--- src/rtl/refresh_pacer.sv ---
module refresh_pacer #(
  parameter int CNT_W = 8,
  parameter int BANKS = 2
) (
  input  logic             clk,
  input  logic             rst_n,
  input  logic             tick,
  input  logic [1:0]       bus_addr,
  input  logic             bus_we,
  input  logic [CNT_W-1:0] bus_wdata,
  output logic [CNT_W-1:0] bus_rdata,
  output logic             refresh_req,
  input  logic             refresh_done
);
  localparam logic [CNT_W-1:0] RST_VAL = '1;

  logic [CNT_W-1:0] interval;
  logic [CNT_W-1:0] count;
  logic [BANKS-1:0] bank_en;

  logic wr_ival, wr_cnt, wr_en, start, active, reload, load_evt;

  assign wr_ival  = bus_we && bus_addr == 2'd0;
  assign wr_cnt   = bus_we && bus_addr == 2'd1;
  assign wr_en    = bus_we && bus_addr == 2'd2;
  assign start    = wr_en && |bus_wdata[BANKS-1:0];
  assign active   = |bank_en;
  assign reload   = refresh_req && refresh_done;
  assign load_evt = wr_cnt || start;

  always_ff @(posedge clk) begin
    if (!rst_n) begin
      interval <= RST_VAL;
      bank_en  <= '0;
    end else begin
      if (wr_ival) interval <= bus_wdata;
      if (wr_en)   bank_en  <= bus_wdata[BANKS-1:0];
    end
  end

  always_ff @(posedge clk) begin
    if (!rst_n)
      count <= RST_VAL;
    else if (wr_cnt)
      count <= bus_wdata;
    else if (start || reload)
      count <= interval;
    else if (tick && active && !refresh_req && count != '0)
      count <= count - 1'b1;
  end

  always_ff @(posedge clk) begin
    if (!rst_n)
      refresh_req <= 1'b0;
    else if (refresh_req) begin
      if (refresh_done) refresh_req <= 1'b0;
    end else if (active && count == '0 && !load_evt)
      refresh_req <= 1'b1;
  end

  always_comb begin
    case (bus_addr)
      2'd0:    bus_rdata = interval;
      2'd1:    bus_rdata = count;
      2'd2:    bus_rdata = CNT_W'(bank_en);
      default: bus_rdata = '0;
    endcase
  end
endmodule


--- config.mk ---
export PLATFORM = sky130hd
export DESIGN_NAME = refresh_pacer
export DESIGN_NICKNAME = d
export VERILOG_FILES = /design/src/rtl/refresh_pacer.sv
export SDC_FILE = /design/constraint.sdc
export NUM_CORES = 1
export LEC_CHECK = 0
export BUFFER_PORTS_ARGS = -buffer_cell sky130_fd_sc_hd__buf_2
export CORE_MARGIN = 5
export CORE_UTILIZATION = 55
export CTS_BUF_LIST = sky130_fd_sc_hd__clkbuf_8
export CTS_CLUSTER_DIAMETER = 80
export DETAILED_ROUTE_END_ITERATION = 8
export PLACE_DENSITY = 0.85
export SETUP_SLACK_MARGIN = 0.3
export SYNTH_ARGS = -nofsm -noshare
export SYNTH_HDL_FRONTEND = slang
export SYNTH_SLANG_ARGS = --single-unit
--- constraint.sdc ---
create_clock -name clk -period 2 [get_ports clk]
set_input_delay 0.1 -clock clk [delete_from_list [all_inputs] [get_ports clk]]
set_output_delay 0.1 -clock clk [all_outputs]
set_load 0.05 [all_outputs]
==> flow_metrics.tcl <==
set metrics [dict create \
    status "finished, final reports clean" \
    netlist_instances 152 \
    grt_pass1_vias 1195 \
    cts_buffers 3 \
    routedWlPerCell_um 15.94 \
    routed_wl_um 3411 \
    drc 0 \
    insertion_delay_ns 0.25 \
    ff2ff_setup_slack_ns 0.02 \
    fillers 161 \
    synth_edf_count 0 \
    vias 1264 \
    start_util 0.5585 \
    avgViaCountPerCell 5.907 \
    die_area_sq_um 3216 \
    cts_hold_buf 0 \
    finalNetCount 203 \
    multi_input_area_sq_um 793.3 \
    grt_usage 0.2183 \
    firstDrtPassIters 4 \
    fmax_ghz 0.5062 \
    endpoint "count[4]$_SDFFE_PN1P_" \
    p_int_uw 642.8 \
    grt_pass1_wl_um 5589 \
    pwr-share-clk 0.273 \
    p_seq_frac 0.441 \
    ios 24 \
    globalRoute.totalOverflow 0 \
    rsz0062_at_grt "true" \
    cts_num_sinks 19 \
    port_buffers 23 \
    power_switching_uw 313.7 \
    cts_tree "built" \
    clock_path_buffers 2 \
    path_clk_slew_ns 0.07 \
    syn-num-nets 168 \
    gp_congestion 0.9883 \
    ys_types 39 \
    p_comb_frac 0.286 \
    slew_viol_final 0 \
    tightest_slew_ns 0.4082 \
    period_share 0.9878 \
    die_x_um 56.71 \
    max_slew_margin 0.7279 \
    skew_ns 0.001608 \
    crit_type "reg -> reg" \
    ant_nets 0 \
    ys_seq_area_frac 0.3170 \
    cap_violations 0 \
    area_growth_pct 25.96 \
    required_ns 2.18 \
    hpwlAfterDp_um 2501 \
    layout-drive-gt1-share 0.3065 \
    r2r-end "count[4]$_SDFFE_PN1P_" \
    r2r.worst_path.cells 8 \
    yosysWarnings 0 \
    grt_max_degree 16 \
    core_area_sq_um 2148 \
    final-setup-viol-count 0 \
    ir_drop_v 0.0005130 \
    cp-start-kind "flip-flop" \
    dieHeight_um 56.71 \
    rows 17 \
    cp_max_fo 5 \
    critPathCaptureType "flip-flop" \
    synth_ff_type "dfxtp_1" \
    drtIter0Drc 36 \
    hold_violations 0 \
    clock-root-buffer "clkbuf_8" \
    cp.arrival_ns 2.15 \
    power_density_nw_per_um2 632.8 \
    async_reset_ff_frac 0 \
    syn_avg_cell_area_sq_um 7.894 \
    fin_cells 214 \
    whs_ns 0.07373 \
    dp.cells 206 \
    r2r-start "count[1]$_SDFFE_PN1P_" \
    leakage_nw 0.6953 \
    diodes 0 \
    swShare 0.3280 \
    cp-startpoint "count[1]$_SDFFE_PN1P_" \
    ys_ff_latch 19 \
    fin_setup_tns_ns 0 \
    synth_area_sq_um 1200 \
    htree_levels 1 \
    grt_antenna_before_repair 0 \
    hold_class "in -> reg" \
    final.min_clock_period_ns 1.976 \
    p_total_uw 956.5 \
    seq_area_sq_um 382.9 \
]
through the flow:
step           cell area [sq um]  setup slack [ns]  utilization
6_report                    1511           0.02445       0.7036
5_1_grt                     1511         -0.008167       0.7036
4_1_cts                     1470            0.1242       0.6843
3_5_place_dp                1400           0.03322       0.6517
3_3_place_gp                1400            0.1011       0.6517
2_1_floorplan               1220            0.1523            -
sequential cells by signal (all words and copies together) (netlist names):
name / cells
interval: 8
bank_en: 2
refresh_req: 1
count: 8
kinds of logic (layout without fill, tap and decap cells):
family | Yosys count | count (layout) | share of synthesized area
AO/OA/AOI/OAI | 28 | 28 | 0.1773
multiplexers | 11 | 11 | 0.09281
adder cells (fa/ha/maj) | 1 | 1 | 0.01043
flip-flops | 19 | 19 | 0.3170
AND/OR/NAND/NOR | 73 | 73 | 0.2961
XOR/XNOR | 6 | 6 | 0.04380
buffers and inverters | 14 | 48 | 0.06256
worst max-delay path, cell delays in order (launching register included):
cell,delay [ns]
dfxtp_2,0.33
inv_2,0.06
ha_4,0.13
or4b_4,0.46
o211a_4,0.26
nor3_4,0.26
buf_6,0.17
a2111oi_4,0.04
a31oi_1,0.19
synth_stat cells, types with 2 or more instances:
| master | n | area, sq um |
|---|---|---|
| clkbuf_1 | 4 | 15.01 |
| nor2_1 | 18 | 67.56 |
| nor3_1 | 2 | 10.01 |
| nor2b_1 | 2 | 12.51 |
| o211ai_1 | 2 | 15.01 |
| inv_1 | 6 | 22.52 |
| xor2_1 | 2 | 17.52 |
| nand2_1 | 27 | 101.4 |
| a211oi_1 | 3 | 22.52 |
| a31oi_1 | 2 | 12.51 |
| o21a_1 | 3 | 22.52 |
| o21ai_0 | 4 | 20.02 |
| a21oi_1 | 3 | 15.01 |
| nor3b_1 | 2 | 15.01 |
| xnor2_1 | 4 | 35.03 |
| dfxtp_1 | 19 | 380.4 |
| nand3_1 | 12 | 60.06 |
| buf_6 | 3 | 33.78 |
| mux2i_1 | 10 | 100.1 |
| a211o_1 | 3 | 26.28 |
| nand3b_1 | 3 | 22.52 |
power groups by stage:
stage	clock [mW]	sequential [mW]	combinational (mW)
floorplan	0	0.428	0.169
global placement	0	0.428	0.240
detailed placement	0	0.430	0.250
CTS	0.269	0.420	0.258
global route	0.284	0.424	0.293
finish	0.261	0.421	0.274
cells in the final DEF, fill, tap and decap left out, types with 3 or more instances in the layout:
cell type	synthesis	final
clkbuf_8	0	3
xnor2_1	4	4
buf_2	0	24
nor2_1	18	18
a21oi_1	3	3
nand2_1	27	27
nand3_1	12	12
o21a_1	3	3
o21ai_1	0	3
buf_4	0	12
nand3b_1	3	3
dfxtp_1	19	17
a211o_1	3	3
inv_1	6	5
mux2i_1	10	10
metal layers:
metal | vias to the layer above | wire length (um) | track usage
li1 | 606 | - | -
met1 | 583 | 1379 | 0.2735
met2 | 67 | 1745 | 0.3713
met3 | 8 | 228 | 0.02529
met4 | 0 | 57 | 0.09492
met5 | - | 0 | 0
what timing repair did:
| item | CTS | global route |
|---|---|---|
| buffers inserted | 2 | 1 |
| setup endpoints to repair | 8 | 8 |
| gates resized for setup | 3 | 6 |
| pin swaps | 3 | 6 |
| endpoints found under the hold margin | 0 | 0 |
| cloned | 1 | 0 |
how the worst min path moves through the flow:
stage | from | endpoint | slack, ns | cells after the start
3_3_place_gp | bus_wdata[4] | interval[4]$_SDFFE_PN1P_ | 0.33 | 3
4_1_cts | bus_wdata[4] | interval[4]$_SDFFE_PN1P_ | 0.07 | 3
6_report | bus_wdata[4] | interval[4]$_SDFFE_PN1P_ | 0.07 | 3
2_1_floorplan | rst_n | count[0]$_SDFFE_PN1P_ | 0.19 | 1
3_5_place_dp | bus_wdata[7] | interval[7]$_SDFFE_PN1P_ | 0.34 | 3
5_1_grt | bus_wdata[4] | interval[4]$_SDFFE_PN1P_ | 0.09 | 3
area by class of cell:
type | count | share of cell area
Inverter | 6 | 0.01490
Sequential cell | 19 | 0.2533
Clock inverter | 1 | 0.002483
Timing Repair Buffer | 38 | 0.1540
Clock buffer | 3 | 0.02732
Multi-Input combinational cell | 119 | 0.5248
Tap cell | 28 | 0.02318
No activity file was read; power rests on OpenSTA's default activity.
